**src/rtl/irq_pkg.sv**
```systemverilog
package irq_pkg;
    localparam int N_SRC = 5;
    localparam int N_EXT = 2;
    localparam int IDX_W = $clog2(N_SRC);

    typedef enum logic [1:0] {
        S_IDLE = 2'd0,
        S_REQ  = 2'd1,
        S_HOLD = 2'd2
    } arb_state_t;

    // lowest set index wins (fixed polling order)
    function automatic logic [IDX_W-1:0] first_set(input logic [N_SRC-1:0] v);
        logic [IDX_W-1:0] r;
        r = '0;
        for (int i = N_SRC - 1; i >= 0; i--) begin
            if (v[i]) r = IDX_W'(i);
        end
        return r;
    endfunction
endpackage

```
**src/rtl/irq_pin_front.sv**
```systemverilog
module irq_pin_front (
    input  logic clk,
    input  logic rst_n,
    input  logic pin_n,
    input  logic mc_tick,
    output logic fall,
    output logic low_lvl
);
    logic s1_q, s2_q, samp_q;

    always_ff @(posedge clk or negedge rst_n) begin
        if (!rst_n) begin
            s1_q   <= 1'b1;
            s2_q   <= 1'b1;
            samp_q <= 1'b1;
        end else begin
            s1_q <= pin_n;
            s2_q <= s1_q;
            if (mc_tick) samp_q <= s2_q;
        end
    end

    assign fall    = mc_tick & samp_q & ~s2_q;
    assign low_lvl = ~samp_q;
endmodule

```
**src/rtl/irq_flag_bank.sv**
```systemverilog
module irq_flag_bank
    import irq_pkg::*;
(
    input  logic             clk,
    input  logic             rst_n,
    input  logic [N_EXT-1:0] fall,
    input  logic [N_EXT-1:0] low_lvl,
    input  logic [N_EXT-1:0] trig,
    input  logic [N_EXT-1:0] tmr_ovf,
    input  logic             ser_rx,
    input  logic             ser_tx,
    input  logic             clr_vld,
    input  logic [IDX_W-1:0] clr_idx,
    output logic [N_SRC-1:0] pend
);
    for (genvar g = 0; g < N_EXT; g++) begin : g_pair
        logic eflag_q, tflag_q;

        always_ff @(posedge clk or negedge rst_n) begin
            if (!rst_n) begin
                eflag_q <= 1'b0;
                tflag_q <= 1'b0;
            end else begin
                if (trig[g] && fall[g])                          eflag_q <= 1'b1;
                else if (clr_vld && clr_idx == IDX_W'(2*g))      eflag_q <= 1'b0;
                if (tmr_ovf[g])                                  tflag_q <= 1'b1;
                else if (clr_vld && clr_idx == IDX_W'(2*g + 1))  tflag_q <= 1'b0;
            end
        end

        assign pend[2*g]     = trig[g] ? eflag_q : low_lvl[g];
        assign pend[2*g + 1] = tflag_q;
    end

    assign pend[N_SRC-1] = ser_rx | ser_tx;
endmodule

```
**src/rtl/irq_pick.sv**
```systemverilog
module irq_pick
    import irq_pkg::*;
(
    input  logic [N_SRC-1:0] active,
    input  logic [N_SRC-1:0] pri,
    input  logic [1:0]       in_svc,
    output logic             valid,
    output logic [IDX_W-1:0] idx,
    output logic             hi
);
    logic [N_SRC-1:0] hi_c, lo_c;

    assign hi_c = active & pri;
    assign lo_c = active & ~pri;

    always_comb begin
        valid = 1'b0;
        idx   = '0;
        hi    = 1'b0;
        if (!in_svc[1]) begin
            if (|hi_c) begin
                valid = 1'b1;
                hi    = 1'b1;
                idx   = first_set(hi_c);
            end else if (in_svc == 2'b00 && |lo_c) begin
                valid = 1'b1;
                idx   = first_set(lo_c);
            end
        end
    end
endmodule

```
**src/rtl/irq_nest.sv**
```systemverilog
module irq_nest (
    input  logic       clk,
    input  logic       rst_n,
    input  logic       push,
    input  logic       push_hi,
    input  logic       pop,
    output logic [1:0] in_svc
);
    always_ff @(posedge clk or negedge rst_n) begin
        if (!rst_n) begin
            in_svc <= 2'b00;
        end else if (push) begin
            if (push_hi) in_svc[1] <= 1'b1;
            else         in_svc[0] <= 1'b1;
        end else if (pop) begin
            if (in_svc[1]) in_svc[1] <= 1'b0;
            else           in_svc[0] <= 1'b0;
        end
    end
endmodule

```
**src/rtl/prio_irq_ctrl.sv**
```systemverilog
module prio_irq_ctrl
    import irq_pkg::*;
#(
    parameter int MC_CLKS    = 12,
    parameter int VEC_W      = 16,
    parameter int VEC_BASE   = 3,
    parameter int VEC_STRIDE = 8
) (
    input  logic             clk,
    input  logic             rst_n,
    input  logic [N_EXT-1:0] ext_n,
    input  logic [N_EXT-1:0] tmr_ovf,
    input  logic             ser_rx_flag,
    input  logic             ser_tx_flag,
    input  logic             en_we,
    input  logic [7:0]       en_wdata,
    input  logic             pri_we,
    input  logic [N_SRC-1:0] pri_wdata,
    input  logic             trig_we,
    input  logic [N_EXT-1:0] trig_wdata,
    input  logic             insn_done,
    input  logic             irq_ack,
    input  logic             reti,
    output logic             irq_req,
    output logic [VEC_W-1:0] irq_vec,
    output logic [1:0]       in_svc,
    output logic [N_SRC-1:0] flag_pend
);
    localparam int MC_W = (MC_CLKS > 1) ? $clog2(MC_CLKS) : 1;

    logic             en_glob_q;
    logic [N_SRC-1:0] en_src_q, pri_q;
    logic [N_EXT-1:0] trig_q;
    logic             unused_en_bits;

    assign unused_en_bits = ^en_wdata[6:N_SRC];

    always_ff @(posedge clk or negedge rst_n) begin
        if (!rst_n) begin
            en_glob_q <= 1'b0;
            en_src_q  <= '0;
            pri_q     <= '0;
            trig_q    <= '0;
        end else begin
            if (en_we) begin
                en_glob_q <= en_wdata[7];
                en_src_q  <= en_wdata[N_SRC-1:0];
            end
            if (pri_we)  pri_q  <= pri_wdata;
            if (trig_we) trig_q <= trig_wdata;
        end
    end

    // machine-cycle sampling tick
    logic [MC_W-1:0] mc_cnt_q;
    logic            mc_tick;

    assign mc_tick = (mc_cnt_q == MC_W'(MC_CLKS - 1));

    always_ff @(posedge clk or negedge rst_n) begin
        if (!rst_n)       mc_cnt_q <= '0;
        else if (mc_tick) mc_cnt_q <= '0;
        else              mc_cnt_q <= mc_cnt_q + 1'b1;
    end

    logic [N_EXT-1:0] pin_fall, pin_low;

    for (genvar p = 0; p < N_EXT; p++) begin : g_pin
        irq_pin_front i_front (
            .clk     (clk),
            .rst_n   (rst_n),
            .pin_n   (ext_n[p]),
            .mc_tick (mc_tick),
            .fall    (pin_fall[p]),
            .low_lvl (pin_low[p])
        );
    end

    arb_state_t       state_q, state_d;
    logic [IDX_W-1:0] lat_idx_q;
    logic             lat_hi_q;
    logic             accept;
    logic             pick_vld, pick_hi;
    logic [IDX_W-1:0] pick_idx;
    logic [N_SRC-1:0] active;

    assign accept = (state_q == S_REQ) && irq_ack;

    irq_flag_bank i_flags (
        .clk     (clk),
        .rst_n   (rst_n),
        .fall    (pin_fall),
        .low_lvl (pin_low),
        .trig    (trig_q),
        .tmr_ovf (tmr_ovf),
        .ser_rx  (ser_rx_flag),
        .ser_tx  (ser_tx_flag),
        .clr_vld (accept),
        .clr_idx (lat_idx_q),
        .pend    (flag_pend)
    );

    assign active = flag_pend & en_src_q & {N_SRC{en_glob_q}};

    irq_pick i_pick (
        .active (active),
        .pri    (pri_q),
        .in_svc (in_svc),
        .valid  (pick_vld),
        .idx    (pick_idx),
        .hi     (pick_hi)
    );

    irq_nest i_nest (
        .clk     (clk),
        .rst_n   (rst_n),
        .push    (accept),
        .push_hi (lat_hi_q),
        .pop     (reti),
        .in_svc  (in_svc)
    );

    // state register
    always_ff @(posedge clk or negedge rst_n) begin
        if (!rst_n) begin
            state_q   <= S_IDLE;
            lat_idx_q <= '0;
            lat_hi_q  <= 1'b0;
        end else begin
            state_q <= state_d;
            if (state_q == S_IDLE && state_d == S_REQ) begin
                lat_idx_q <= pick_idx;
                lat_hi_q  <= pick_hi;
            end
        end
    end

    // next state
    always_comb begin
        state_d = state_q;
        unique case (state_q)
            S_IDLE: begin
                if (reti)                       state_d = S_HOLD;
                else if (insn_done && pick_vld) state_d = S_REQ;
            end
            S_REQ: begin
                if (irq_ack) state_d = S_IDLE;
            end
            S_HOLD: begin
                if (insn_done && !reti) state_d = S_IDLE;
            end
            default: state_d = S_IDLE;
        endcase
    end

    // outputs
    always_comb begin
        irq_req = 1'b0;
        irq_vec = '0;
        if (state_q == S_REQ) begin
            irq_req = 1'b1;
            irq_vec = VEC_W'(VEC_BASE) + VEC_W'(VEC_STRIDE) * VEC_W'(lat_idx_q);
        end
    end
endmodule

```
**config.mk**
```make
export PLATFORM = sky130hd
export DESIGN_NAME = prio_irq_ctrl
export DESIGN_NICKNAME = d
export VERILOG_FILES = /design/src/rtl/irq_pkg.sv /design/src/rtl/irq_pin_front.sv /design/src/rtl/irq_flag_bank.sv /design/src/rtl/irq_pick.sv /design/src/rtl/irq_nest.sv /design/src/rtl/prio_irq_ctrl.sv
export SDC_FILE = /design/constraint.sdc
export NUM_CORES = 1
export LEC_CHECK = 0
export BUFFER_PORTS_ARGS = -buffer_cell sky130_fd_sc_hd__buf_2
export CORE_UTILIZATION = 42
export DETAILED_ROUTE_END_ITERATION = 7
export MAX_ROUTING_LAYER = met4
export PLACE_DENSITY = 0.67
export SETUP_SLACK_MARGIN = 0.05
export SYNTH_ARGS = -nofsm -noshare
export SYNTH_HDL_FRONTEND = slang
export SYNTH_SLANG_ARGS = --single-unit
```
**constraint.sdc**
```tcl
create_clock -name clk -period 5.6 [get_ports clk]
set_input_delay 0.84 -clock clk [delete_from_list [all_inputs] [get_ports clk]]
set_output_delay 0.84 -clock clk [all_outputs]
set_load 0.02 [all_outputs]
```
Word level (Yosys, flattened, before mapping)

Index checks and enable logic that the tools add are counted.

Logic and storage cells: 111
Input bits: 29
Register bits: 35
Output and inout bits: 24

Add/subtract/negate cells: 2
Reductions and logical operators: 24
Multiplexer cells: 41
Bitwise logic cells: 14
Equality and inequality tests: 10

Operators by type and width:

| cell                                                            | count |
|---|---|
| 3-bit 2-to-1 mux                                                | 13 |
| 5-bit AND                                                       | 4 |
| 1-bit 2-to-1 mux                                                | 19 |
| 2-bit 2-to-1 mux                                                | 6 |
| 1-bit logical AND                                               | 11 |
| 2-bit nonzero test                                              | 5 |
| 5-bit OR reduction                                              | 2 |
| 2-bit by 6-bit adder with 7-bit output, first input constant    | 1 |
| 7-bit 2-to-1 mux                                                | 1 |
| 3-bit by 2-bit == test with 1-bit output, second input constant | 2 |
| 2-bit inequality test, second input constant                    | 3 |
| 2-bit one-hot mux with 3 select lines                           | 1 |
| 5-bit inverter                                                  | 1 |
| 4-bit by 1-bit adder with 4-bit output, second input constant   | 1 |
| 1-bit AND                                                       | 4 |
| 2-bit by 1-bit == test with 1-bit output, second input constant | 2 |
| 4-bit == test, second input constant                            | 1 |
| 2-bit zero test                                                 | 2 |
| 4-bit 2-to-1 mux                                                | 1 |
| 1-bit inverter                                                  | 4 |
| 3-bit by 1-bit == test with 1-bit output, second input constant | 1 |
| 3-bit zero test                                                 | 1 |
| 3-bit AND reduction                                             | 1 |
| 2-bit == test, second input constant                            | 1 |
| 3 further kinds                                                 | 3 |

Depth between registers and ports, before layout

Gate-level depths: netlist of run 1.

Word-level depth: 16
Depth in mapped cells: 7
Gate-level depth less buffers: 6

Hierarchy

From an unflattened synthesis of run 1, not the netlist that was laid out.

Cell total of the unflattened synthesis: 151
Area total of the unflattened synthesis: 1771.7 µm²

By module, submodules not included:

| module        | sequential area each (µm²) | area an instance (µm²) | times used | cells each |
|---|---|---|---|---|
| prio_irq_ctrl | 575.6                      | 1054.8                 | 1          | 81 |
| irq_flag_bank | 100.1                      | 217.7                  | 1          | 17 |
| irq_pin_front | 78.8                       | 107.6                  | 2          | 6 |
| irq_pick      | 0.0                        | 193.9                  | 1          | 32 |
| irq_nest      | 50.0                       | 90.1                   | 1          | 9 |

Worst setup path after synthesis of run 1

OpenSTA, ideal clock, no wires.

Path kind: input to register
From: input port ser_tx_flag
To: register lat_idx_q[0]
Arrival time: 2304 ps
Library setup time: 125 ps
Cell stages on the path: 6
Slack: 3170 ps
Path buffers: 0
Required time: 5475 ps
Cells stage by stage: or2_4 -> and4b_4 -> nor4_4 -> a2111oi_4 -> or2_4 -> mux2_4

Longest elaborated chain between the ends: 15
Elaborated cells between the ends (all ways): 20
Classes of those cells: eq/ne: 1; mux: 9; bitwise: 5; reduce/logical: 5

RTL lines:

| what                                     | line                 | RTL |
|---|---|---|
| start: declaration                       | prio_irq_ctrl.sv:14  | `input logic ser_tx_flag,` |
| 1-bit OR (*)                             | irq_flag_bank.sv:35  | `assign pend[N_SRC-1] = ser_rx \| ser_tx;` |
| 5-bit AND (*) (2 in a row)               | prio_irq_ctrl.sv:103 | `assign active = flag_pend & en_src_q & {N_SRC{en_glob_q}};` |
| 5-bit AND                                | irq_pick.sv:14       | `assign lo_c = active & ~pri;` |
| 5-bit OR reduction                       | irq_pick.sv:25       | `end else if (in_svc == 2'b00 && \|lo_c) begin` |
| 1-bit logical AND                        | irq_pick.sv:25       |  |
| 1-bit 2-to-1 mux                         | irq_pick.sv:25       |  |
| 1-bit 2-to-1 mux                         | irq_pick.sv:21       | `if (\|hi_c) begin` |
| 1-bit 2-to-1 mux                         | irq_pick.sv:20       | `if (!in_svc[1]) begin` |
| 1-bit logical AND                        | prio_irq_ctrl.sv:144 | `else if (insn_done && pick_vld) state_d = S_REQ;` |
| 2-bit 2-to-1 mux                         | prio_irq_ctrl.sv:144 |  |
| 2-bit 2-to-1 mux                         | prio_irq_ctrl.sv:143 | `if (reti) state_d = S_HOLD;` |
| 2-bit one-hot mux with 3 select lines    | prio_irq_ctrl.sv:141 | `unique case (state_q)` |
| 2-bit by 1-bit == test with 1-bit output | prio_irq_ctrl.sv:131 | `if (state_q == S_IDLE && state_d == S_REQ) begin` |
| 1-bit logical AND                        | prio_irq_ctrl.sv:131 |  |
| end signal: assignment                   | prio_irq_ctrl.sv:132 | `lat_idx_q <= pick_idx;` |
| end: declaration                         | prio_irq_ctrl.sv:80  | `logic [IDX_W-1:0] lat_idx_q;` |

Every way passes the cells marked *; elsewhere a longest branch is shown, timed or not.
A chain may end at the register's enable or synchronous reset.

Worst setup path after layout of run 1

Same ends and word-level chain as after synthesis.

==> results of run 1 <==
[layout make-up]
cell class / instances / area, µm²
tap: 50 / 62.6
clock buffer: 8 / 100
sequential: 35 / 883
timing repair buffer: 39 / 195
multi-input combinational: 114 / 855
inverter: 3 / 11.3
fill: 390 / 2010
[synthesized netlist by cell type, types with 3 or more instances]
cell	count	area, µm²
dfrtp_1	29	726
buf_4	15	113
mux2_2	15	169
nand2_1	15	56.3
nor2_1	8	30.0
nand3_1	7	35.0
o21ai_0	7	35.0
dfstp_2	6	158
a21oi_1	4	20.0
o31ai_1	4	30.0
and2_1	3	18.8
inv_1	3	11.3
nand2b_1	3	18.8
nor2b_1	3	18.8
or2_4	3	26.3
[power groups by stage]
stage	Clock [mW]	Sequential (mW)	Combinational, mW
finish	0.201	0.329	0.151
global placement	0	0.332	0.150
global route	0.215	0.336	0.169
floorplan	0	0.323	0.124
CTS	0.205	0.329	0.153
detailed placement	0	0.334	0.152
[routing by layer]
metal | vias to the layer above | GRT usage [%] | part of all wire [%]
met5 | - | - | 0
met4 | 0 | 10.9 | 2.6
met3 | 9 | 4.50 | 4.1
met2 | 31 | 26.1 | 48
met1 | 608 | 22.5 | 45
li1 | 621 | - | -
[how the worst min path moves through the flow]
stage                                     start                     to  slack, ns  cells after the start
after global routing      g_pin[0].i_front.s1_q  g_pin[0].i_front.s2_q       0.36                      0
after CTS                 g_pin[1].i_front.s1_q  g_pin[1].i_front.s2_q       0.36                      0
after detailed placement  g_pin[1].i_front.s1_q  g_pin[1].i_front.s2_q       0.35                      0
after global placement    g_pin[0].i_front.s1_q  g_pin[0].i_front.s2_q       0.35                      0
after floorplan           g_pin[0].i_front.s1_q  g_pin[0].i_front.s2_q       0.35                      0
final                     g_pin[0].i_front.s1_q  g_pin[0].i_front.s2_q       0.36                      0
[stage by stage]
| step | power [mW] | std cells | hold WS (ns) | cell area, µm² |
|---|---|---|---|---|
| 2_1_floorplan | 0.448 | 169 | 0.345 | 1880 |
| 3_3_place_gp | 0.482 | 241 | 0.346 | 2010 |
| 3_5_place_dp | 0.485 | 241 | 0.349 | 2010 |
| 4_1_cts | 0.687 | 249 | 0.359 | 2110 |
| 5_1_grt | 0.720 | 249 | 0.361 | 2110 |
| 6_report | 0.681 | 249 | 0.357 | 2110 |
[worst max-delay path, delay by kind of cell]
family | cells | cell delay (ns)
buf+inv | 1 | 0.10
mux | 1 | 0.29
compound gates | 1 | 0.28
simple gates | 4 | 0.94
[registers in the layout, indices dropped and copies added (netlist names)]
name                    flops
i_flags.g_pair.eflag_q      2
pri_q                       5
lat_hi_q                    1
mc_cnt_q                    4
i_flags.g_pair.tflag_q      2
lat_idx_q                   3
en_src_q                    5
g_pin.i_front.s1_q          2
en_glob_q                   1
i_nest.in_svc               2
g_pin.i_front.samp_q        2
trig_q                      2
state_q                     2
g_pin.i_front.s2_q          2
[kinds of logic (layout without fill, tap and decap cells)]
logic type                 count (synthesis)  count (layout)  synth area share, %
and+or+nand+nor                           57              57                 21.0
DFF                                       35              35                 48.0
AOI/OAI and AO/OA                         28              28                 12.0
buffers and inverters                     20              50                 7.55
muxes                                     17              17                 10.5
adders and majority gates                  1               1                0.680
other                                      1              11                0.204
==> impl_metrics.env, run 1 <==
export IMPL_synth_seq_cells=35
export IMPL_p_int_mw=0.473
export IMPL_synth_area_um2=1840
export IMPL_row_count=23
export IMPL_ys_seq_area_share_pct=48.0
export IMPL_grt_pass1_vias=1201
export IMPL_min_period_over_period_pct=40.7
export IMPL_slew_violations=0
export IMPL_avgSynthCellArea_um2=11.6
export IMPL_core_area_um2=4120
export IMPL_die_w_um=68.2
export IMPL_area_delta_synth_final_pct=14.6
export IMPL_path_class="in2reg"
export IMPL_utilization_pct=51.2
export IMPL_p_leak_nw=0.929
export IMPL_clk_pin_slew_worst_paths_ns=0.07
export IMPL_cts_setup_buffers=0
export IMPL_path_max_fanout=4
export IMPL_fin_skew_ns=0.00209
export IMPL_fin_ws_ns=3.32
export IMPL_final_common_cell="buf_2"
export IMPL_drive_gt1_share_pct=41.2
export IMPL_overflow=0
export IMPL_post_cts_resized=0
export IMPL_ys_warn_count=0
export IMPL_crit_path_end="lat_idx_q[0]"
export IMPL_vias=1269
export IMPL_cts_tree="done"
export IMPL_rsz0062_at_grt="no"
export IMPL_synthDistinctLibCells=45
export IMPL_seqPwrFrac_pct=48.3
export IMPL_track_usage_pct=18.0
export IMPL_p_clk_share_pct=29.5
export IMPL_grt_max_degree=36
export IMPL_p_comb_share_pct=22.2
export IMPL_outcome="finished clean"
export IMPL_p_sw_mw=0.209
export IMPL_syn_inst=159
export IMPL_most_common_layout_cells="39 x buf_2, 29 x dfrtp_1, 15 x nand2_1, 15 x mux2_2, 11 x conb_1"
export IMPL_r2r_end="lat_idx_q[0]"
export IMPL_clockBufferDepth=2
export IMPL_diodes=0
export IMPL_initial_core_util_pct=44.7
export IMPL_nets=228
export IMPL_dr_pass1_iters=4
export IMPL_cp_slowest_stage_delay_ns=0.41
export IMPL_cts_htree_levels=2
export IMPL_dpl_hpwl_um=2470
export IMPL_cp_end_kind="flip-flop"
export IMPL_avgRoutedWirePerCell_um=13.3
export IMPL_vias_per_cell=5.10
export IMPL_synth_flop_cell="dfrtp_1"
export IMPL_ff2ff_path_depth=6
export IMPL_antenna_left=0
export IMPL_async_flop_share_pct=100
export IMPL_pwr_density_cell_nw_per_um2=323
export IMPL_rrSetupSlack_ns=3.39
export IMPL_numCtsBuffers=5
export IMPL_vdd_drop_max_uv=164
export IMPL_die_h_um=68.2
export IMPL_min_path_type="reg2reg"
export IMPL_switching_share_pct=30.6
export IMPL_cp_startpoint="ser_tx_flag"
export IMPL_worstSkewPairLatency_ns=0.29
export IMPL_setup_tns_ns=0
export IMPL_drc=0
export IMPL_cap_viol_max_count=0
export IMPL_cp_arrival_ns=2.46
export IMPL_fin_crit_ns=2.28
export IMPL_grt_pass1_wl_um=5630
export IMPL_place_gp_congestion=0.828
export IMPL_worst_pin_slew_ns=0.766
export IMPL_finalHoldViolations=0
export IMPL_die_area_um2=4650
export IMPL_setup_worst_path_start_class="input pin"
export IMPL_crit_required_ns=5.78
export IMPL_setup_violations=0
export IMPL_path_cells="buf_2 -> o2111a_1 -> or3_4 -> nor3_4 -> nor3_1 -> or2_4 -> mux2_4"
export IMPL_portBuffers=39
export IMPL_io_pins=53
export IMPL_antenna_found_initial=0
export IMPL_drtIter0Drc=92
export IMPL_clock_sinks=35
export IMPL_max_slew_margin_pct=48.9
export IMPL_wl_um=3310
export IMPL_crit_path_top_delay_cell="or3_4"
export IMPL_regToRegStartpoint="en_glob_q"
export IMPL_place_ws_ns=3.01
export IMPL_fmax_mhz=439
export IMPL_holdBufCountCts=0
export IMPL_synth_edf_count=0
export IMPL_cts_root_buffer_cell="clkbuf_8"
No activity file was read; power rests on OpenSTA's default activity.
==> inputs of run 2 (changes only) <==
==> constraint.sdc (replaced) <==
create_clock -name clk -period 2.25 [get_ports clk]
set_input_delay 0.3375 -clock clk [delete_from_list [all_inputs] [get_ports clk]]
set_output_delay 0.3375 -clock clk [all_outputs]
set_load 0.02 [all_outputs]
==> impl_metrics.env, run 2 (synthesized netlist as in run 1, its figures left out) <==
export IMPL_fmax_mhz=479
export IMPL_portBuffers=39
export IMPL_rsz0062_at_grt="no"
export IMPL_track_usage_pct=17.6
export IMPL_clk_pin_slew_worst_paths_ns=0.07
export IMPL_numCtsBuffers=5
export IMPL_die_area_um2=4650
export IMPL_vias=1268
export IMPL_fin_crit_ns=2.09
export IMPL_r2r_end="lat_idx_q[0]"
export IMPL_antenna_found_initial=0
export IMPL_nFillCells=371
export IMPL_finalHoldViolations=0
export IMPL_min_period_over_period_pct=92.9
export IMPL_vdd_drop_max_uv=427
export IMPL_cp_common_cell="nor4_4"
export IMPL_finalPower_mw=1.70
export IMPL_cp_slowest_stage_delay_ns=0.46
export IMPL_setup_tns_ns=0
export IMPL_avgRoutedWirePerCell_um=13.0
export IMPL_ff2ff_path_depth=7
export IMPL_cp_arrival_ns=2.27
export IMPL_diodes=0
export IMPL_dr_pass1_iters=4
export IMPL_worstSkewPairLatency_ns=0.29
export IMPL_p_int_mw=1.18
export IMPL_setup_worst_path_start_class="flip-flop"
export IMPL_grt_pass1_vias=1166
export IMPL_fin_skew_ns=0.00544
export IMPL_pwr_density_cell_nw_per_um2=791
export IMPL_worst_pin_slew_ns=0.774
export IMPL_overflow=0
export IMPL_clockBufferDepth=2
export IMPL_crit_required_ns=2.43
export IMPL_top_regs="en_src_q (5), pri_q (5), mc_cnt_q (4)"
export IMPL_max_slew_margin_pct=48.4
export IMPL_core_area_um2=4120
export IMPL_final_area_um2=2140
export IMPL_p_comb_share_pct=22.4
export IMPL_seqPwrFrac_pct=48.4
export IMPL_place_gp_congestion=0.815
export IMPL_wl_um=3290
export IMPL_nets=232
export IMPL_drive_gt1_share_pct=42.9
export IMPL_cts_htree_levels=2
export IMPL_min_path_type="in2async"
export IMPL_drc=0
export IMPL_p_leak_nw=0.952
export IMPL_dpl_hpwl_um=2480
export IMPL_row_count=23
export IMPL_antenna_left=0
export IMPL_final_common_cell="buf_2"
export IMPL_setup_violations=0
export IMPL_placed_cell_area_um2=2030
export IMPL_drtIter0Drc=102
export IMPL_cts_root_buffer_cell="clkbuf_8"
export IMPL_grt_max_degree=36
export IMPL_path_max_fanout=10
export IMPL_outcome="finished clean"
export IMPL_grt_pass1_wl_um=5560
export IMPL_p_sw_mw=0.514
export IMPL_cap_viol_max_count=0
export IMPL_most_common_layout_cells="39 x buf_2, 28 x dfrtp_1, 15 x nand2_1, 15 x mux2_2, 11 x conb_1"
export IMPL_clock_sinks=35
export IMPL_cp_end_kind="flip-flop"
export IMPL_die_h_um=68.2
export IMPL_p_clk_share_pct=29.2
export IMPL_switching_share_pct=30.3
export IMPL_rrSetupSlack_ns=0.16
export IMPL_area_delta_synth_final_pct=16.5
export IMPL_regToRegStartpoint="en_glob_q"
export IMPL_initial_core_util_pct=44.7
export IMPL_path_class="reg2reg"
export IMPL_holdBufCountCts=0
export IMPL_path_cells="nand2_1 -> nor4_4 -> buf_4 -> nor4_4 -> a2111oi_4 -> or2_4 -> mux2_4"
export IMPL_crit_path_top_delay_cell="dfrtp_2"
export IMPL_die_w_um=68.2
export IMPL_vias_per_cell=5.01
export IMPL_io_pins=53
export IMPL_cts_tree="done"
export IMPL_slew_violations=0
[run 2: what timing repair did]
action                                  4_1_cts  5_1_grt
setup buffers                                 0        1
endpoints found under the setup margin        0        1
resized for setup                             0        2
[run 2: worst max-delay path by stage]
stage / cells after the start / slack (ns) / endpoint / start
floorplan: 6 / 0.23 / lat_idx_q[0] / trig_q[1]
global placement: 8 / 0.11 / lat_idx_q[0] / ser_tx_flag
detailed placement: 8 / 0.10 / lat_idx_q[0] / ser_tx_flag
CTS: 6 / 0.12 / lat_idx_q[0] / en_glob_q
global route: 7 / 0.06 / lat_idx_q[0] / en_glob_q
finish: 7 / 0.16 / lat_idx_q[0] / en_glob_q
[run 2: metal layers]
layer,track usage [%],part of all wire [%]
met5,-,0
met4,6.25,1.6
met3,6.00,4.7
met2,26.5,49
met1,22.0,44
[run 2: power by group through the flow]
stage,Combinational [mW],Sequential (mW),Clock [mW]
6_report,0.380,0.821,0.495
5_1_grt,0.424,0.840,0.538
4_1_cts,0.383,0.821,0.513
3_5_place_dp,0.381,0.830,0
3_3_place_gp,0.377,0.826,0
2_1_floorplan,0.309,0.805,0
[run 2: area by class of cell]
cell class	instances	area, µm²	share of cell area [%]
sequential	35	885	41.3
multi-input combinational	114	860	40.1
timing repair buffer	43	225	10.5
clock buffer	8	100	4.67
tap	50	62.6	2.92
inverter	3	11.3	0.525
[run 2: worst max-delay path, delay by kind of cell, from the launching register on]
family	cells	cell delay, ns
AO/OA/AOI/OAI	1	0.37
flip-flops	1	0.46
AND/OR/NAND/NOR	4	0.68
multiplexers	1	0.29
buffers and inverters	1	0.18
[run 2: through the flow]
step                      hold slack [ns]  util (%)  instances  worst slack (ns)
after CTS                           0.132      51.7        252             0.124
final                               0.126      52.1        253             0.161
after floorplan                    0.0419         -        169             0.230
after global placement              0.346      49.3        244             0.105
after global routing                0.127      52.1        253            0.0615
after detailed placement            0.349      49.3        244             0.103
